$ cat src/rtl/dma_irq_pkg.sv
package dma_irq_pkg;

  typedef enum logic [1:0] {
    DMA_IDLE    = 2'd0,
    DMA_ASKING  = 2'd1,
    DMA_GRANTED = 2'd2
  } dma_state_e;

  typedef enum logic [1:0] {
    IRQ_QUIET  = 2'd0,
    IRQ_RAISED = 2'd1,
    IRQ_GAP    = 2'd2
  } irq_state_e;

  function automatic logic channel_is_wide(input int unsigned ch);
    return (ch >= 5) && (ch <= 7);
  endfunction

  function automatic logic channel_is_legal(input int unsigned ch);
    return (ch <= 7) && (ch != 4);
  endfunction

endpackage

$ cat src/rtl/dir_sync_chain.sv
module dir_sync_chain #(
  parameter int unsigned STAGES    = 2,
  parameter logic        RESET_VAL = 1'b1
) (
  input  logic clk,
  input  logic rst_n,
  input  logic async_in,
  output logic sync_out
);

  logic [STAGES-1:0] stage_q;

  genvar gi;
  generate
    for (gi = 0; gi < STAGES; gi++) begin : g_stage
      always_ff @(posedge clk or negedge rst_n) begin
        if (!rst_n) begin
          stage_q[gi] <= RESET_VAL;
        end else if (gi == 0) begin
          stage_q[gi] <= async_in;
        end else begin
          stage_q[gi] <= stage_q[(gi == 0) ? 0 : gi-1];
        end
      end
    end
  endgenerate

  assign sync_out = stage_q[STAGES-1];

endmodule

$ cat src/rtl/dir_dma_fsm.sv
module dir_dma_fsm
  import dma_irq_pkg::*;
(
  input  logic clk,
  input  logic rst_n,
  input  logic start,
  input  logic ack_seen,
  output logic drq,
  output logic go
);

  dma_state_e state_q, state_d;

  always_comb begin
    state_d = state_q;
    unique case (state_q)
      DMA_IDLE:    if (start && !ack_seen) state_d = DMA_ASKING;
      DMA_ASKING:  if (ack_seen)           state_d = DMA_GRANTED;
      DMA_GRANTED: if (!ack_seen)          state_d = DMA_IDLE;
      default:                             state_d = DMA_IDLE;
    endcase
  end

  always_ff @(posedge clk or negedge rst_n) begin
    if (!rst_n) state_q <= DMA_IDLE;
    else        state_q <= state_d;
  end

  assign drq = (state_q == DMA_ASKING);
  assign go  = (state_q == DMA_ASKING) && ack_seen;

  assert_drq_hold_R2: assert property (@(posedge clk) disable iff (!rst_n)
    (drq && !ack_seen) |=> drq)
    else $error("request dropped before acknowledge (R2)");

  assert_drq_drop_R3: assert property (@(posedge clk) disable iff (!rst_n)
    (drq && ack_seen) |=> !drq)
    else $error("request not released after acknowledge (R3)");

  assert_no_rearm_R4: assert property (@(posedge clk) disable iff (!rst_n)
    (!drq && ack_seen) |=> !drq)
    else $error("request re-armed while acknowledge active (R4)");

endmodule

$ cat src/rtl/dir_irq_fsm.sv
module dir_irq_fsm
  import dma_irq_pkg::*;
(
  input  logic clk,
  input  logic rst_n,
  input  logic event_in,
  input  logic ack,
  output logic line
);

  irq_state_e state_q, state_d;
  logic       pend_q, pend_d;

  always_comb begin
    state_d = state_q;
    pend_d  = pend_q;
    unique case (state_q)
      IRQ_QUIET: begin
        if (event_in) state_d = IRQ_RAISED;
        pend_d = 1'b0;
      end
      IRQ_RAISED: begin
        if (event_in) pend_d = 1'b1;
        if (ack)      state_d = IRQ_GAP;
      end
      IRQ_GAP: begin
        if (pend_q || event_in) begin
          state_d = IRQ_RAISED;
          pend_d  = 1'b0;
        end else begin
          state_d = IRQ_QUIET;
        end
      end
      default: begin
        state_d = IRQ_QUIET;
        pend_d  = 1'b0;
      end
    endcase
  end

  always_ff @(posedge clk or negedge rst_n) begin
    if (!rst_n) begin
      state_q <= IRQ_QUIET;
      pend_q  <= 1'b0;
    end else begin
      state_q <= state_d;
      pend_q  <= pend_d;
    end
  end

  assign line = (state_q == IRQ_RAISED);

  assert_irq_hold_R6: assert property (@(posedge clk) disable iff (!rst_n)
    (line && !ack) |=> line)
    else $error("interrupt released before service (R6)");

  assert_irq_drop_R7: assert property (@(posedge clk) disable iff (!rst_n)
    (line && ack) |=> !line)
    else $error("interrupt not lowered after service (R7)");

endmodule

$ cat src/rtl/dma_irq_req_top.sv
module dma_irq_req_top
  import dma_irq_pkg::*;
#(
  parameter int unsigned CHANNEL     = 6,
  parameter int unsigned SYNC_STAGES = 2
) (
  input  logic clk,
  input  logic rst_n,
  input  logic xfer_req,
  input  logic dack_n,
  output logic dma_req,
  output logic dma_go,
  output logic wide_xfer,
  input  logic irq_event,
  input  logic irq_ack,
  output logic irq_line
);

  localparam logic IS_WIDE = channel_is_wide(CHANNEL);

  generate
    if (!channel_is_legal(CHANNEL)) begin : g_bad_channel
      $error("dma_irq_req_top: CHANNEL must be 0..3 or 5..7");
    end
    if (SYNC_STAGES < 2) begin : g_bad_sync
      $error("dma_irq_req_top: SYNC_STAGES must be at least 2");
    end
  endgenerate

  logic dack_n_sync;
  logic ack_seen;

  dir_sync_chain #(
    .STAGES    (SYNC_STAGES),
    .RESET_VAL (1'b1)
  ) u_ack_sync (
    .clk      (clk),
    .rst_n    (rst_n),
    .async_in (dack_n),
    .sync_out (dack_n_sync)
  );

  assign ack_seen = !dack_n_sync;

  dir_dma_fsm u_dma (
    .clk      (clk),
    .rst_n    (rst_n),
    .start    (xfer_req),
    .ack_seen (ack_seen),
    .drq      (dma_req),
    .go       (dma_go)
  );

  dir_irq_fsm u_irq (
    .clk      (clk),
    .rst_n    (rst_n),
    .event_in (irq_event),
    .ack      (irq_ack),
    .line     (irq_line)
  );

  assign wide_xfer = IS_WIDE;

endmodule

$ cat config.mk
export PLATFORM = sky130hd
export DESIGN_NAME = dma_irq_req_top
export DESIGN_NICKNAME = d
export VERILOG_FILES = /design/src/rtl/dma_irq_pkg.sv /design/src/rtl/dir_sync_chain.sv /design/src/rtl/dir_dma_fsm.sv /design/src/rtl/dir_irq_fsm.sv /design/src/rtl/dma_irq_req_top.sv
export SDC_FILE = /design/constraint.sdc
export NUM_CORES = 1
export LEC_CHECK = 0
export ABC_CLOCK_PERIOD_IN_PS = 1200
export BUFFER_PORTS_ARGS = -buffer_cell sky130_fd_sc_hd__buf_2
export CORE_AREA = 3 3 40 42
export CTS_BUF_LIST = sky130_fd_sc_hd__clkbuf_4
export DETAILED_ROUTE_END_ITERATION = 12
export DIE_AREA = 0 0 43 45
export GPL_TIMING_DRIVEN = 0
export SETUP_SLACK_MARGIN = 0.5
export SLEW_MARGIN = 15
export SYNTH_ARGS = -nofsm -noshare
export SYNTH_HDL_FRONTEND = slang
export SYNTH_SLANG_ARGS = --single-unit
$ cat constraint.sdc
create_clock -name clk -period 1.2 [get_ports clk]
set_clock_uncertainty 0.15 [all_clocks]
set_input_delay 0.06 -clock clk [delete_from_list [all_inputs] [get_ports clk]]
set_output_delay 0.06 -clock clk [all_outputs]
set_load 0.005 [all_outputs]
Word-level counts from Yosys, hierarchy flattened
Index checks and enable logic that the tools add are counted.
Storage, ports and cells
  register bits after elaboration: 7
  input bits: 6
  output and inout port bits: 4
Cells by class
  eq/ne operators: 11
  muxes and demuxes: 11
  reduce and logical (&&, ||, !) cells: 9
Operators by type and width (number)
  $pmux 2 s3: 2
  $mux 2: 5
  $ne 2x2->1 const B: 5
  $eq 2x1->1 const B: 2
  $eq 2x2->1 const B: 2
  $logic_not 2->1: 2
  $ne 2x1->1 const B: 2
  $reduce_and 2->1: 2
  $mux 1: 3
  $reduce_and 3->1: 1
  $logic_and 1x1->1: 2
  $pmux 1 s2: 1
  $logic_not 1->1: 1
  $logic_or 1x1->1: 1

Logic depth before layout (Yosys ltp)
Gate-level depths: netlist (run 1).
  depth in word-level cells: 3
  depth in mapped cells: 2
  depth with buffers taken out: 2

Modules after synthesis
From an unflattened synthesis (run 1), not the netlist that was laid out.
Second synthesis, totals
  cells, all modules: 22
  area, all modules: 276.5 µm²
By module, submodules not included
  dir_irq_fsm: instances 1, cells an instance 9, area an instance 116.4 µm², sequential area each 75.1 µm²
  dir_dma_fsm: instances 1, cells an instance 8, area an instance 92.6 µm², sequential area each 50.0 µm²
  dir_sync_chain: instances 1, cells an instance 2, area an instance 52.6 µm², sequential area each 52.6 µm²
  dma_irq_req_top: instances 1, cells an instance 3, area an instance 15.0 µm², sequential area each 0.0 µm²

Least setup slack after synthesis (run 1)
OpenSTA, ideal clock, no wires.
  path type: register -> register
  start: reg u_irq.state_q[1]
  end: reg u_irq.state_q[0]
  setup time: 0.083 ns
  data arrival time: 0.771 ns
  path slack: 0.196 ns
  stages on the path, launching flop included: 3
  period minus slack after synthesis: 1.004 ns
  cell sequence: dfrtp_1 -> or3b_1 -> o21ai_0
On the way
  word-level cells in the longest chain between the ends: 3
Ends and longest elaborated chain
  start: declaration: RTL line dir_irq_fsm.sv:11  | irq_state_e state_q, state_d;
  start signal: assignment: RTL line dir_irq_fsm.sv:46  | state_q <= state_d;
  $eq 2x1->1 or $logic_not 2->1 (tied branches): RTL line dir_irq_fsm.sv:17  | unique case (state_q)
  $ne 2x2->1 (no source line)
  $reduce_and 2->1 (no source line)
Several ways; a longest one is shown, not always the timed one.
A chain may end at the register's enable or synchronous reset.

Final worst setup path (run 1)
  start: reg u_dma.state_q[0]
  end: out dma_go
On the way
  word-level cells in the longest chain between the ends: 2
Ends and longest elaborated chain
  start: declaration: RTL line dir_dma_fsm.sv:12  | dma_state_e state_q, state_d;
  start signal: assignment: RTL line dir_dma_fsm.sv:26  | else state_q <= state_d;
  $eq 2x1->1: RTL line dir_dma_fsm.sv:30  | assign go = (state_q == DMA_ASKING) && ack_seen;
  $logic_and 1x1->1: RTL line dir_dma_fsm.sv:30
  end: declaration: RTL line dma_irq_req_top.sv:12  | output logic dma_go,
Every way passes these cells.

==> results of run 1 <==
==> repair_timing <==
item / 4_1_cts / 5_1_grt
endpoints found under the setup margin: 9 / 9
hold endpoints to repair: 12 / 4
buffers inserted: 4 / 2
pin swaps: 0 / 2
resized for setup: 4 / 2
==> cells in the mapped netlist <==
cell and count:
conb_1 1, or3b_1 1, buf_4 1, o21ai_0 1
dfstp_2 2, and2b_2 1, nor2_1 2, and2_1 1
nor3b_1 1, nor2b_1 2, xnor2_1 1, dfrtp_1 5
a21oi_1 1, o21a_1 1
==> worst max-delay path: cells and delay by family, from the launching register on <==
kind,cells,cell delay [ns]
flops,1,0.37
simple gates,2,0.27
buf+inv,1,0.12
==> metal layers <==
metal  share of wire (%)  wire (um)  vias to the layer above
met5                   0          0                        -
met4                 3.2         17                        0
met3                  10         54                        2
met2                  42        221                       12
met1                  44        231                       97
li1                    -          -                      105
==> state kept, by name, summed over array words and instances, names as in the netlist <==
name,count
u_ack_sync.sync_out,1
u_dma.state_q,2
u_irq.pend_q,1
u_irq.state_q,2
u_ack_sync.stage_q,1
==> where the power goes <==
group / internal (mW) / switching, mW / total (mW)
Sequential: 0.272 / 0.0177 / 0.290
Combinational: 0.117 / 0.0604 / 0.177
Clock: 0.149 / 0.0865 / 0.236
Total: 0.538 / 0.165 / 0.703
==> final cells by class <==
| type | count | area, um2 | share of cell area [%] |
|---|---|---|---|
| multi-input combinational | 13 | 104 | 22.9 |
| clock buffer | 4 | 30.0 | 6.61 |
| buffer | 1 | 7.51 | 1.65 |
| sequential | 7 | 178 | 39.1 |
| timing repair buffer | 16 | 116 | 25.6 |
| tap | 15 | 18.8 | 4.13 |
==> logic make-up after synthesis <==
logic type             after synthesis
flip-flops                           7
other                                1
buffers and inverters                1
AO/OA/AOI/OAI                        3
XOR/XNOR                             1
AND/OR/NAND/NOR                      8
==> path summary, 6_finish.rpt <==
kind,to,slack (ns),cells after the start
max,dma_go,-0.008,3
min,u_irq.pend_q,-0.13,2
max reg2reg,u_irq.state_q[0],0.08,3
min reg2reg,u_ack_sync.sync_out,0.20,0
max in group asynchronous,u_ack_sync.stage_q[0],0.64,2
min in group asynchronous,u_dma.state_q[1],0.03,2
==> results.yml, run 1 <==
timing:
  fin_setup_tns_ns: -0.00824
  drv_slew: 0
  post-route-period-util_pct: 101
  max_freq_mhz: 828
  rsz0062_at_grt: "true"
  final-hold-violation-count: 4
  holdWs_ns: -0.126
  setup_slack_ns: -0.00824
  setup_viol: 1
  fin_crit_ns: 1.21
drt:
  vias_per_cell: 3.86
  drc: 0
  vias: 216
  postRouteAntennaNets: 0
  wl_per_cell_um: 9.36
  drt_first_iter_violations: 0
  dr.pass1.iters: 1
  wirelength_um: 524
cells_and_area:
  layout_commonest_cell: "buf_2"
  design_area_um2: 454
  nFillCells: 132
  syn_to_final_growth_pct: 70.4
  n_antenna_cell: 0
  fin_nets: 48
  fin_cells: 56
  drive_gt1_share_pct: 63.4
  post-route-util_pct: 35.3
  final_cell_mix: "8 x buf_2, 5 x dfrtp_1, 4 x buf_4, 4 x clkbuf_4, 3 x buf_6"
floorplanning:
  ios: 10
  die_x_um: 43
  design.die.area_um2: 1940
  start_util_pct: 20.7
  die_h_um: 45
  coreArea_um2: 1280
  row_count: 13
synthesis:
  postSynthCellCount: 21
  yosysTopAreaCell: "dfrtp_1"
  postSynthAreaPerCell_um2: 12.7
  yosysTopAreaCellShare_pct: 46.9
  ys_ff_latch: 7
  synth_compound_area_share_pct: 6.57
  synth_top_family_by_area: "simple AND/OR/NAND/NOR gates"
  synthAdderAreaFrac_pct: 0
  synth_area_um2: 267
  synth.area.top_cells: "dfrtp_1 47%, dfstp_2 20%, nor2b_1 4.7%, and2b_2 3.3%, or3b_1 3.3%"
  ys_warn_count: 0
  synth_nets: 27
  ys_types: 14
  seq_area_frac_synth_pct: 66.7
  synth-simple-area-share_pct: 19.2
  yosys.area_share.xor_xnor_pct: 3.29
  muxShareOfSynthArea_pct: 0
global_routing:
  use_met3_pct: 2.79
  use_met2_pct: 8.38
  grt_max_degree: 8
  antenna_found_initial: 0
  grt_usage_pct: 6.72
  grt_pass1_wl_um: 848
  grt_use_met1_pct: 7.43
  overflow: 0
  grt_pass1_vias: 213
  grt.busiest_layer: "met4"
outcome:
  violations: "hold timing, setup timing"
  status: "complete, but fails checks"
worst_setup_path:
  reg2reg_from: "u_irq.state_q[1]"
  cp_slowest_cell: "dfrtp_1"
  cp-end-kind: "output port"
  startpoint: "u_dma.state_q[0]"
  critPathMaxStageDelay_ns: 0.37
  arrival_ns: 1.00
  critical_path.startpoint_type: "flip-flop"
  crit_path_max_fanout: 2
  cp_cell_sequence: "nor2b_1, nor2b_2, buf_2"
  critPathRequiredTime_ns: 0.99
  critPathKind: "reg2out"
flow_run:
  cap_violations: 0
cts:
  clk_path_buf_depth: 2
  h-tree-depth: 1
  numClockSinks: 7
  insertion_delay_ns: 0.25
  cts_tree: "done"
  cts_buffers: 3
  root_buffer: "clkbuf_4"
  postCtsHoldBufs: 2
  clk_pin_slew_worst_paths_ns: 0.05
place:
  place_inst: 44
  hpwl_um: 312
  io_buffers: 8
  dpl_cell_area_um2: 333
  gp_congestion: 0.621
  place_ws_ns: 0.189
pwr:
  max-vdd-ir-drop_v: 0.000559
  cellLeakagePower_nw: 0.222
  powerDensity_nw_per_um2: 1550
  totalPowerFinal_mw: 0.703
worst_hold_path:
  hold_class: "in2reg"
  min_from: "irq_event"
Power figures use the tool's default switching activity.
==> run 2: changes to the inputs <==
Settings changed: ABC_AREA set to 1, CELL_PAD_IN_SITES_DETAIL_PLACEMENT set to 1, CELL_PAD_IN_SITES_GLOBAL_PLACEMENT set to 1, CORE_AREA 3 3 40 42 to 2 2 39 41, DIE_AREA 0 0 43 45 to 0 0 41 43, PLACE_DENSITY_LB_ADDON set to 0.1.
==> run 2 against run 1 <==
- the flow finishes with violations (hold timing)
- wire length rose by 28%
- power rose by 7.0%
- critical path depth fell by 1
- setup slack improved by 0.047 ns
- fmax rose by 4.1%
- sequential power rose by 2%
- first-iteration DRC count rose by 3
- clock power fell by 2%
- synthesized area rose by 9.4%
- largest cell class unchanged
- highest routed layer is now met3
==> results.yml, run 2 <==
timing:
  fin_setup_tns_ns: 0
  setup_slack_ns: 0.0392
  rsz0062_at_grt: "true"
  final-hold-violation-count: 4
  holdWs_ns: -0.0901
  fin_crit_ns: 1.16
  drv_slew: 0
  max_freq_mhz: 861
  post-route-period-util_pct: 96.7
  setup_viol: 0
flow_run:
  cap_violations: 0
worst_hold_path:
  hold_class: "in2reg"
  min_from: "irq_event"
pwr:
  cellLeakagePower_nw: 0.255
  totalPowerFinal_mw: 0.752
  powerDensity_nw_per_um2: 1580
  max-vdd-ir-drop_v: 0.000537
drt:
  drt_first_iter_violations: 3
  dr_wl_met2_um: 399
  dr.pass1.iters: 2
  vias: 262
  vias_per_cell: 3.85
  wl_per_cell_um: 9.85
  wl_met1_um: 237
  drc: 0
  postRouteAntennaNets: 0
  routed.top_layer: "met3"
  wl_met3_um: 34
  wirelength_um: 670
cells_and_area:
  design_area_um2: 475
  nFillCells: 157
  top_regs: "u_dma.state_q (2), u_irq.state_q (2)"
  syn_to_final_growth_pct: 63.1
  fin_nets: 59
  multi_input_area_um2: 91.3
  final_cell_mix: "8 x buf_2, 6 x inv_1, 5 x buf_4, 5 x dfrtp_1"
  layout_commonest_cell: "buf_2"
  n_antenna_cell: 0
  drive_gt1_share_pct: 59.6
  seq_area_um2: 178
cts:
  numClockSinks: 7
  cts_tree: "done"
  cts_buffers: 3
  clk_path_buf_depth: 2
  h-tree-depth: 1
  root_buffer: "clkbuf_4"
  clk_pin_slew_worst_paths_ns: 0.05
  insertion_delay_ns: 0.24
  postCtsHoldBufs: 2
synthesis:
  postSynthCellCount: 32
  muxShareOfSynthArea_pct: 0
  postSynth.asyncResetShare_pct: 100
  ys_types: 13
  synthAdderAreaFrac_pct: 0
  synth_common_cells: "6 x inv_1, 6 x nand2_1, 5 x dfrtp_1"
  synth.area.top_cells: "dfrtp_1 43%, dfstp_2 18%, inv_1 7.7%, nand2_1 7.7%, inv_2 3.9%"
  synth_compound_area_share_pct: 6.44
  synth_nets: 38
  seq_area_frac_synth_pct: 60.9
  synth-simple-area-share_pct: 17.2
  ys_ff_latch: 7
  synth_edf_count: 0
  ys_warn_count: 0
  synth_area_um2: 292
  synth_flop_cell: "dfrtp_1"
  synth_top_family_by_area: "simple AND/OR/NAND/NOR gates"
  postSynthAreaPerCell_um2: 9.11
  yosysTopAreaCellShare_pct: 42.9
  yosys.area_share.xor_xnor_pct: 0
  yosysTopAreaCell: "dfrtp_1"
place:
  place_ws_ns: 0.261
  io_buffers: 8
  dpl_cell_area_um2: 352
  hpwl_um: 473
  gp_congestion: 0.646
outcome:
  status: "complete, but fails checks"
  violations: "hold timing"
floorplanning:
  design.die.area_um2: 1760
  ios: 10
  die_x_um: 41
  row_count: 14
  die_h_um: 43
  start_util_pct: 21.1
  coreArea_um2: 1380
worst_setup_path:
  cp-end-kind: "output port"
  arrival_ns: 0.95
  crit_end: "dma_go"
  rrSetupSlack_ns: 0.14
  crit_path_max_fanout: 2
  startpoint: "u_ack_sync.sync_out"
  critPathRequiredTime_ns: 0.99
  ff2ff_path_depth: 5
  critPathKind: "reg2out"
  critical_path.startpoint_type: "flip-flop"
  r2r-end: "u_dma.state_q[1]"
  reg2reg_from: "u_dma.state_q[0]"
global_routing:
  grt_pass1_wl_um: 1140
  overflow: 0
  grt_max_degree: 8
  antenna_found_initial: 0
  grt_pass1_vias: 257
  grt_usage_pct: 10.0
[run 2: cell count changes after synthesis, sizes merged, moves of 2 or more]
cell   previous run  this run
nor2              2         4
nand2             0         6
inv               0         9
nor2b             2         0
[run 2: logic make-up after synthesis]
group,Yosys count
flip-flops,7
buffers and inverters,10
other,1
AND/OR/NAND/NOR,11
AO/OA/AOI/OAI,3
[run 2: report_power, final]
group / internal (mW) / leakage (nW) / switching, mW
clock: 0.149 / 0.0184 / 0.0826
sequential: 0.277 / 0.0863 / 0.0203
combinational: 0.110 / 0.150 / 0.113
[run 2: worst min-delay path by stage]
stage,cells after the start,end
floorplan,0,u_dma.state_q[0]
global placement,1,u_dma.state_q[1]
detailed placement,1,u_dma.state_q[0]
CTS,3,u_irq.state_q[1]
global route,3,u_irq.pend_q
finish,3,u_irq.pend_q
[run 2: layer usage]
metal / global-route usage (%) / vias to the layer above
met5: 0 / -
met4: 4.00 / 0
met3: 4.71 / 0
met2: 15.0 / 6
met1: 11.9 / 124
li1: - / 132
[run 2: final cells by class]
class,count,area share [%]
buffer,1,1.58
clock buffer,4,6.32
inverter,9,7.63
multi-input combinational,15,19.2
sequential,7,37.4
tap,16,4.21
timing repair buffer,16,23.7
[run 2: repair_timing]
action | CTS | global route
hold endpoints to repair | 12 | 4
resized for setup | 2 | 7
setup endpoints to repair | 9 | 9
pin swaps | 1 | 2
buffers inserted | 3 | 3
[run 2: critical path, cell delays in order, from the launching register on]
cell and delay [ns]:
dfstp_2 0.55, nor2_2 0.04, buf_2 0.12
[run 2: stage by stage]
stage / util, % / hold WS, ns / instances
after floorplan: - / -0.386 / 32
after global placement: 25.4 / -0.250 / 56
after detailed placement: 25.4 / -0.249 / 56
after CTS: 31.1 / -0.107 / 65
after global routing: 34.4 / -0.0756 / 68
final: 34.4 / -0.0901 / 68
